### config.mk
export PLATFORM = sky130hd
export DESIGN_NAME = paged_bank_decoder
export DESIGN_NICKNAME = d
export VERILOG_FILES = /design/src/rtl/pbs_pkg.sv /design/src/rtl/pbs_page_reg.sv /design/src/rtl/pbs_map_table.sv /design/src/rtl/pbs_bank_gate.sv /design/src/rtl/paged_bank_decoder.sv
export SDC_FILE = /design/constraint.sdc
export NUM_CORES = 1
export LEC_CHECK = 0
export BUFFER_PORTS_ARGS = -buffer_cell sky130_fd_sc_hd__buf_2
export CAP_MARGIN = 20
export CORE_UTILIZATION = 45
export CTS_BUF_LIST = sky130_fd_sc_hd__clkbuf_8
export CTS_CLUSTER_SIZE = 24
export DETAILED_ROUTE_END_ITERATION = 12
export HOLD_SLACK_MARGIN = 0.15
export PLACE_DENSITY = 0.95
export SKIP_LAST_GASP = 1
export SLEW_MARGIN = 15
export SYNTH_ARGS = -nofsm -noshare
export SYNTH_HDL_FRONTEND = slang
export SYNTH_SLANG_ARGS = --single-unit
### constraint.sdc
create_clock -name clk -period 4.45 [get_ports clk]
set_clock_uncertainty 0.1 [all_clocks]
set_input_delay 0.89 -clock clk [delete_from_list [all_inputs] [get_ports clk]]
set_output_delay 0.89 -clock clk [all_outputs]
set_load 0.02 [all_outputs]
### src/rtl/pbs_pkg.sv
package pbs_pkg;

   localparam int IDX_W    = 9;
   localparam int ENT_W    = 6;
   localparam int DEPTH    = 1 << IDX_W;
   localparam int BANKS    = 4;
   localparam int PG_FLD_W = 4;
   localparam int BRD_W    = 3;
   localparam int SEG_W    = 2;

   typedef struct packed {
      logic [1:0]       hi;     // replacement for DRAM A15:A14
      logic [BANKS-1:0] en_n;   // active-low bank enables
   } map_ent_t;

   // Default map: 16 KB chunks, 30 private (pages 0..9, 3 each) + 1 shared.
   function automatic logic [DEPTH*ENT_W-1:0] build_default_map();
      logic [DEPTH*ENT_W-1:0] m;
      m = '0;
      for (int idx = 0; idx < DEPTH; idx++) begin
         int brd;
         int pg;
         int qtr;
         int chunk;
         map_ent_t e;
         brd   = (idx >> 6) & 7;
         pg    = (idx >> 2) & 15;
         qtr   = 3 - (idx & 3);
         chunk = -1;
         if (qtr == 3)     chunk = 30;
         else if (pg <= 9) chunk = pg * 3 + qtr;
         e.en_n = '1;
         e.hi   = 2'b00;
         if (chunk >= 0 && (chunk / 16) == brd) begin
            e.en_n[(chunk % 16) / 4] = 1'b0;
            e.hi = 2'(chunk % 4);
         end
         m[idx*ENT_W +: ENT_W] = e;
      end
      return m;
   endfunction

endpackage

### src/rtl/pbs_page_reg.sv
module pbs_page_reg #(
   parameter int          ADDR_W  = 16,
   parameter int          DATA_W  = 8,
   parameter int          PAGE_W  = 6,
   parameter logic [7:0]  PORT_NO = 8'hFF
) (
   input  logic              clk,
   input  logic              rst_n,
   input  logic              io_wr,
   input  logic              refresh_busy,
   input  logic [ADDR_W-1:0] addr,
   input  logic [DATA_W-1:0] wr_data,
   output logic [PAGE_W-1:0] page_q
);

   initial begin
      if (PAGE_W > DATA_W) $error("page wider than data bus");
      if (ADDR_W < 8)      $error("address bus narrower than port field");
   end

   logic port_hit;
   logic load;

   assign port_hit = (addr[7:0] == PORT_NO);
   assign load     = io_wr && port_hit && !refresh_busy;

   always_ff @(posedge clk or negedge rst_n) begin
      if (!rst_n)    page_q <= '0;
      else if (load) page_q <= wr_data[PAGE_W-1:0];
   end

   p_page_load_r2: assert property (@(posedge clk) disable iff (!rst_n)
      (io_wr && port_hit && !refresh_busy) |=> page_q == $past(wr_data[PAGE_W-1:0]));

   p_refresh_hold_r3: assert property (@(posedge clk) disable iff (!rst_n)
      refresh_busy |=> $stable(page_q));

   p_other_port_r2: assert property (@(posedge clk) disable iff (!rst_n)
      !port_hit |=> $stable(page_q));

endmodule

### src/rtl/pbs_map_table.sv
module pbs_map_table #(
   parameter int                           IDX_W = pbs_pkg::IDX_W,
   parameter int                           ENT_W = pbs_pkg::ENT_W,
   parameter logic [(1<<IDX_W)*ENT_W-1:0]  MAP   = pbs_pkg::build_default_map()
) (
   input  logic [IDX_W-1:0] idx,
   output logic [ENT_W-1:0] ent
);

   localparam int DEPTH = 1 << IDX_W;

   initial begin
      if (ENT_W != pbs_pkg::ENT_W) $error("entry width mismatch");
   end

   logic [ENT_W-1:0] rows [DEPTH];

   for (genvar i = 0; i < DEPTH; i++) begin : g_row
      assign rows[i] = MAP[i*ENT_W +: ENT_W];
   end

   assign ent = rows[idx];

endmodule

### src/rtl/pbs_bank_gate.sv
module pbs_bank_gate #(
   parameter int BANKS = pbs_pkg::BANKS
) (
   input  logic [BANKS-1:0] raw_en_n,
   input  logic [1:0]       raw_hi,
   input  logic [BANKS-1:0] bank_sw_on,
   input  logic             map_en_sw,
   input  logic             strap_a7,
   input  logic             cpu_a7,
   output logic [BANKS-1:0] bank_en_n,
   output logic             board_sel,
   output logic             dram_a15,
   output logic             dram_a14
);

   initial begin
      if (BANKS < 1) $error("need at least one bank");
   end

   for (genvar b = 0; b < BANKS; b++) begin : g_bank
      assign bank_en_n[b] = raw_en_n[b] | ~bank_sw_on[b] | ~map_en_sw;
   end

   assign board_sel = ~&bank_en_n;
   assign dram_a15  = raw_hi[1];
   assign dram_a14  = strap_a7 ? cpu_a7 : raw_hi[0];

   always_comb begin
      p_single_bank_r6: assert ($onehot0(~raw_en_n) || !map_en_sw);
      if (!map_en_sw) p_map_off_r8: assert (!board_sel);
   end

endmodule

### src/rtl/paged_bank_decoder.sv
module paged_bank_decoder #(
   parameter int          ADDR_W  = 16,
   parameter int          DATA_W  = 8,
   parameter int          PAGE_W  = 6,
   parameter logic [7:0]  PORT_NO = 8'hFF,
   parameter logic [(1<<pbs_pkg::IDX_W)*pbs_pkg::ENT_W-1:0] MAP = pbs_pkg::build_default_map()
) (
   input  logic              clk,
   input  logic              rst_n,
   input  logic              io_wr,
   input  logic              refresh_busy,
   input  logic [ADDR_W-1:0] addr,
   input  logic [DATA_W-1:0] wr_data,
   input  logic [2:0]        board_sw_on,
   input  logic [3:0]        bank_sw_on,
   input  logic              map_en_sw,
   input  logic              strap_a13,
   input  logic              strap_a7,
   output logic [3:0]        bank_en_n,
   output logic              board_sel,
   output logic              dram_a15,
   output logic              dram_a14
);

   import pbs_pkg::*;

   localparam int TOP_PG = PG_FLD_W - 1;

   initial begin
      if (BRD_W + PG_FLD_W + SEG_W != IDX_W) $error("index fields do not fill index");
      if (PAGE_W < PG_FLD_W)                 $error("page latch narrower than page field");
      if (ADDR_W != 16)                      $error("address bus must be 16 bits");
   end

   logic [PAGE_W-1:0]   page_q;
   logic [PG_FLD_W-1:0] pg_fld;
   logic [IDX_W-1:0]    idx;
   map_ent_t            ent;

   pbs_page_reg #(
      .ADDR_W(ADDR_W), .DATA_W(DATA_W), .PAGE_W(PAGE_W), .PORT_NO(PORT_NO)
   ) u_page (
      .clk(clk), .rst_n(rst_n), .io_wr(io_wr), .refresh_busy(refresh_busy),
      .addr(addr), .wr_data(wr_data), .page_q(page_q)
   );

   assign pg_fld = {strap_a13 ? ~addr[13] : page_q[TOP_PG], page_q[TOP_PG-1:0]};
   assign idx    = {~board_sw_on, pg_fld, ~addr[15:14]};

   pbs_map_table #(.IDX_W(IDX_W), .ENT_W(ENT_W), .MAP(MAP)) u_tbl (
      .idx(idx), .ent(ent)
   );

   pbs_bank_gate #(.BANKS(BANKS)) u_gate (
      .raw_en_n(ent.en_n), .raw_hi(ent.hi),
      .bank_sw_on(bank_sw_on), .map_en_sw(map_en_sw),
      .strap_a7(strap_a7), .cpu_a7(addr[7]),
      .bank_en_n(bank_en_n), .board_sel(board_sel),
      .dram_a15(dram_a15), .dram_a14(dram_a14)
   );

   always_comb begin
      p_onehot_out_r6: assert ($onehot0(~bank_en_n));
      p_sel_match_r9: assert (board_sel == (bank_en_n != 4'hF));
      for (int b = 0; b < 4; b++)
         if (!bank_sw_on[b]) p_bank_off_r7: assert (bank_en_n[b]);
      if (strap_a7) p_a7_strap_r10: assert (dram_a14 == addr[7]);
   end

endmodule

==> flow_metrics.tcl, run 1 <==
set metrics [dict create \
    drtAntennaViolNets 0 \
    async_flop_share_pct 100 \
    cts_resized 0 \
    route.vias.total 825 \
    syn-num-nets 128 \
    synth_area_leader_cell "dfrtp_1" \
    rsz0062_at_grt "false" \
    yosys.cell_types.count 38 \
    synthCells 84 \
    status "complete, no violations" \
    min_period_ps 3580 \
    initialDrtViolationCount 38 \
    ctsHoldBuffers 0 \
    cts_setup_buffers 0 \
    detail_route.wl_per_cell_um 15.3 \
    cts_sinks 4 \
    cp_top_family "compound AO/OA/AOI/OAI gates" \
    fin_crit_sh_pct 80.5 \
    synth.avg_cell_area_um2 7.70 \
    holdWs_ps 366 \
    yosys.area_share.simple_pct 29.2 \
    cp_common_cell "buf_2" \
    cp_slowest_cell "a2111o_1" \
    areaGrowthSynthToFinish_pct 32.3 \
    hold_violations 0 \
    cts_buffers 3 \
    synth_top_family_by_area "compound AO/OA/AOI/OAI gates" \
    gp_congestion 0.915 \
    synth_seq_cells 4 \
    setup_tns_ps 0 \
    synth_mux_area_share_pct 5.80 \
    worst_slew_pin_slew_ps 563 \
    path_cells "buf_2 -> inv_1 -> ha_1 -> mux2_4 -> a31o_1 -> a2111o_1 -> o22ai_1 -> buf_2" \
    track_usage_pct 27.8 \
    synth.area.top_cells "dfrtp_1 (15%), ha_1 (12%), nand4_1 (5.8%)" \
    synthAdderAreaFrac_pct 11.6 \
    start_util_pct 49.1 \
    grt_max_degree 16 \
    reg.largest.list "u_page.page_q: 4 flops" \
    ys_seq_area_share_pct 15.5 \
    drive_gt1_share_pct 37.6 \
    synth-compound-area-share_pct 30.9 \
    first_pass_iters 4 \
    largest_register_ffs 4 \
    die_x_um 39.9 \
    min_path_type "in2async" \
    critPathBufInv 3 \
    power_density_mw_per_mm2 204 \
    antenna_found_initial 0 \
    core-area_mm2 0.00132 \
    clkTransAtPathRegs_ps 40 \
    criticalPathCategory "in2out" \
    grt_pass1_vias 712 \
    dp_slack_ps 882 \
    cp.arrival_ps 2590 \
    grt_pass1_wl_um 2900 \
    synthFlopType "dfrtp_1" \
    synth_xor_area_share_pct 0 \
    routed_wl_um 2020 \
    diodes 0 \
    startpoint_type "input port" \
    ys_warn_count 0 \
    overflow 0 \
    synth_top_area_share_pct 15.5 \
    num_io_pins 45 \
    relSlewSlack_pct 62.4 \
    regMostFlops "u_page.page_q" \
    place_area_um2 815 \
    io_buffers 35 \
    clk_latency_ps 220 \
    die_area_mm2 0.00159 \
    vdd_drop_max_mv 0.0968 \
    final_cells 132 \
    fin_util_pct 65.0 \
    cts_root_buf "clkbuf_8" \
    timing.final.max_slew_violations 0 \
    clock_path_buffers 2 \
    final_nets 163 \
    hpwl_um 1450 \
    num_rows 13 \
    fmax_ghz 0.279 \
    synth_edf_count 0 \
    fin_area_um2 856 \
    cts_tree "done" \
    cp-end-kind "output port" \
    finalSetupViolations 0 \
    drc 0 \
    dp.cells 129 \
    cap_violations 0 \
    critical_path.max_fanout 5 \
    htree_num_levels 1 \
    layout_setup_ws_ps 869 \
    total_power_mw 0.175 \
    power.leakage_nw 0.414 \
    die_y_um 39.9 \
    crit_required_ps 3460 \
    synth.cell_area_um2 647 \
    cpPeakStageDelay_ps 400 \
    vias_per_cell 6.25 \
]
## cells by family after synthesis
logic type,after synthesis
DFF,4
muxes,3
buffers and inverters,10
AOI/OAI and AO/OA,28
and+or+nand+nor,33
adders and majority gates,6
## final timing paths
check	startpoint	endpoint	slack [ps]	cells after the start
setup / recovery	addr[14]	dram_a15	870	8
hold / removal	rst_n	u_page.page_q[2]$_DFFE_PN0P_	370	1
setup reg to reg	u_page.page_q[1]$_DFFE_PN0P_	u_page.page_q[1]$_DFFE_PN0P_	3210	2
hold reg to reg	u_page.page_q[3]$_DFFE_PN0P_	u_page.page_q[3]$_DFFE_PN0P_	380	1
max in group asynchronous	rst_n	u_page.page_q[3]$_DFFE_PN0P_	3750	1
min in group clk	u_page.page_q[3]$_DFFE_PN0P_	u_page.page_q[3]$_DFFE_PN0P_	380	1
## cell type report
cell class / instances / area, µm²
clock buffers: 3 / 41.3
repair buffers: 35 / 175
multi-input cells: 70 / 502
well taps: 15 / 18.8
inverters: 5 / 18.8
flip-flops and latches: 4 / 100
fillers: 123 / 462
## cells in the mapped netlist (2+ instances only)
master / count
nor4_1: 2
ha_1: 6
a31o_1: 2
nor3_1: 4
a21oi_1: 4
o22ai_1: 3
nand4_1: 6
inv_1: 4
nor2_1: 5
o21ai_0: 6
a211oi_1: 2
nand2_1: 8
a31oi_1: 2
dfrtp_1: 4
buf_2: 3
## per-layer routing
| metal | part of all wire, % | global-route usage [%] | up-vias |
|---|---|---|---|
| met5 | 0 | 0 | - |
| met4 | 3.4 | 19.0 | 0 |
| met3 | 6.3 | 3.41 | 10 |
| met2 | 51 | 46.0 | 43 |
| met1 | 40 | 32.9 | 377 |
| li1 | - | - | 395 |
## cell usage in the layout, fill, tap and decap left out, types with 2 or more instances in the layout
master,count
buf_2,35
nand4_1,6
a31oi_1,2
a211oi_1,2
nand2_1,8
nor4_1,2
dfrtp_1,4
o21ai_0,6
a31o_1,2
o22ai_1,3
nor2_1,5
a21oi_1,4
inv_1,4
clkbuf_8,3
nor3_1,4
ha_1,6
## power by group
group	total (mW)	internal, mW	switching, mW
Combinational	0.0511	0.0232	0.0278
Sequential	0.0430	0.0381	0.00489
Clock	0.0809	0.0580	0.0229
Total	0.175	0.119	0.0556
Power figures use the tool's default switching activity.
==> inputs of run 2 (changes only) <==
CORE_ASPECT_RATIO = 0.9   (was default)
CORE_UTILIZATION = 42   (was 45)
PLACE_DENSITY = 0.91   (was 0.95)
clock period = 3.38 ns   (was 4.45 ns; I/O delays follow)
==> run 2 against run 1 <==
- the flow now finishes with violations (DRC)
- flip-flop and latch count is the same
- hold slack lost 210 ps
- sequential power grew 32%
- highest routed layer unchanged
- combinational power grew 28%
- die area grew 6.8%
- cell area is the same
- critical path depth is the same
- clock power grew 23%
- final cell count is the same
- sequential share of layout area is the same
- total power grew 27%
- critical endpoint unchanged
- setup slack lost 610 ps
==> flow_metrics.tcl, run 2 (same netlist as run 1, synthesis figures left out) <==
set metrics [dict create \
    status "complete, but fails checks" \
    violations "DRC" \
    route.vias.total 820 \
    min_path_type "in2async" \
    clock_path_buffers 2 \
    drtAntennaViolNets 0 \
    diodes 0 \
    crit_required_ps 2600 \
    cpPeakStageDelay_ps 400 \
    first_pass_iters 8 \
    fmax_ghz 0.320 \
    power_density_mw_per_mm2 259 \
    r2r_start "u_page.page_q[1]$_DFFE_PN0P_" \
    num_rows 13 \
    vias_per_cell 6.21 \
    cts_setup_buffers 0 \
    r2r-end "u_page.page_q[1]$_DFFE_PN0P_" \
    htree_num_levels 1 \
    ff2ff_path_depth 2 \
    track_usage_pct 23.0 \
    drc 4 \
    die_area_mm2 0.00170 \
    layout_commonest_cell "buf_2" \
    hpwl_um 1330 \
    criticalPathCategory "in2out" \
    overflow 0 \
    initialDrtViolationCount 32 \
    clkTransAtPathRegs_ps 30 \
    grt_max_degree 16 \
    fin_crit_sh_pct 92.4 \
    r2r_slack_ps 2160 \
    mostFrequentLayoutCells "buf_2 (35), nand2_1 (8), nand4_1 (6), o21ai_0 (6), ha_1 (6)" \
    worst_slew_pin_slew_ps 593 \
    grt-busiest-layer "met2" \
    antenna_found_initial 0 \
    io_buffers 35 \
    num_io_pins 45 \
    path_cells "buf_2 -> inv_1 -> ha_1 -> mux2_4 -> a31o_1 -> a2111o_1 -> o22ai_1 -> buf_2" \
    hold_violations 0 \
    grt_pass1_wl_um 2820 \
    cp.arrival_ps 2350 \
    startpoint_type "input port" \
    vdd_drop_max_mv 0.188 \
    drive_gt1_share_pct 37.6 \
    core-area_mm2 0.00145 \
    cap_violations 0 \
    cts_tree "done" \
    power.leakage_nw 0.414 \
    timing.final.max_slew_violations 0 \
    cp-end-kind "output port" \
    detail_route.wl_per_cell_um 13.3 \
    clk_latency_ps 220 \
    largest_register_ffs 4 \
    reg.largest.list "u_page.page_q: 4 flops" \
    die_y_um 39.2 \
    gp_congestion 0.925 \
    rsz0062_at_grt "false" \
    regMostFlops "u_page.page_q" \
    cts_root_buf "clkbuf_8" \
    final_nets 163 \
    grtUsageMet3_pct 9.35 \
    areaGrowthSynthToFinish_pct 32.3 \
    final_cells 132 \
    grt_pass1_vias 709 \
    ctsHoldBuffers 0 \
    cp_common_cell "buf_2" \
    critical_path.max_fanout 5 \
    routed_wl_um 1760 \
    start_util_pct 44.7 \
    grt_use_met1_pct 25.1 \
    cts_sinks 4 \
    finalSetupViolations 0 \
    relSlewSlack_pct 60.3 \
    cts_resized 0 \
    die_x_um 43.4 \
    cp_slowest_cell "a2111o_1" \
    dp.cells 129 \
    min_period_ps 3120 \
    cts_buffers 3 \
    fin_util_pct 59.1 \
    grt_util_met2_pct 38.6 \
    setup_tns_ps 0 \
]
-- run 2: worst max-delay path by stage --
stage               endpoint  cells past startpoint      from  slack, ps
finish              dram_a15                      8  addr[14]        260
global route        dram_a15                      8  addr[14]        160
global placement    dram_a15                      8  addr[14]        310
detailed placement  dram_a15                      8  addr[14]        250
CTS                 dram_a15                      8  addr[14]        250
floorplan           dram_a15                      6  addr[14]        450
-- run 2: layout make-up --
type	instances	area (µm²)
clock buffers	3	41.3
fillers	125	592
inverters	5	18.8
multi-input cells	70	502
flip-flops and latches	4	100
well taps	15	18.8
repair buffers	35	175
-- run 2: per-layer routing --
metal	up-vias	share of wire, %
met5	-	0
met4	0	0.97
met3	2	7.9
met2	36	48
met1	387	43
li1	395	-
-- run 2: stage by stage --
step	power (mW)	hold WS [ps]	setup WS, ps	area [µm²]
floorplan	0.0950	280	454	647
global placement	0.119	371	306	815
detailed placement	0.121	380	250	815
CTS	0.223	155	250	856
global route	0.236	156	164	856
finish	0.222	155	256	856
-- run 2: power by group --
group	switching [mW]	internal [mW]
clock	0.0238	0.0758
combinational	0.0348	0.0307
sequential	0.00635	0.0502
-- run 2: critical path, delay by kind of cell --
kind	cells	cell delay [ps]
AOI/OAI and AO/OA	3	770
buffers and inverters	3	400
muxes	1	260
adders and majority gates	1	230
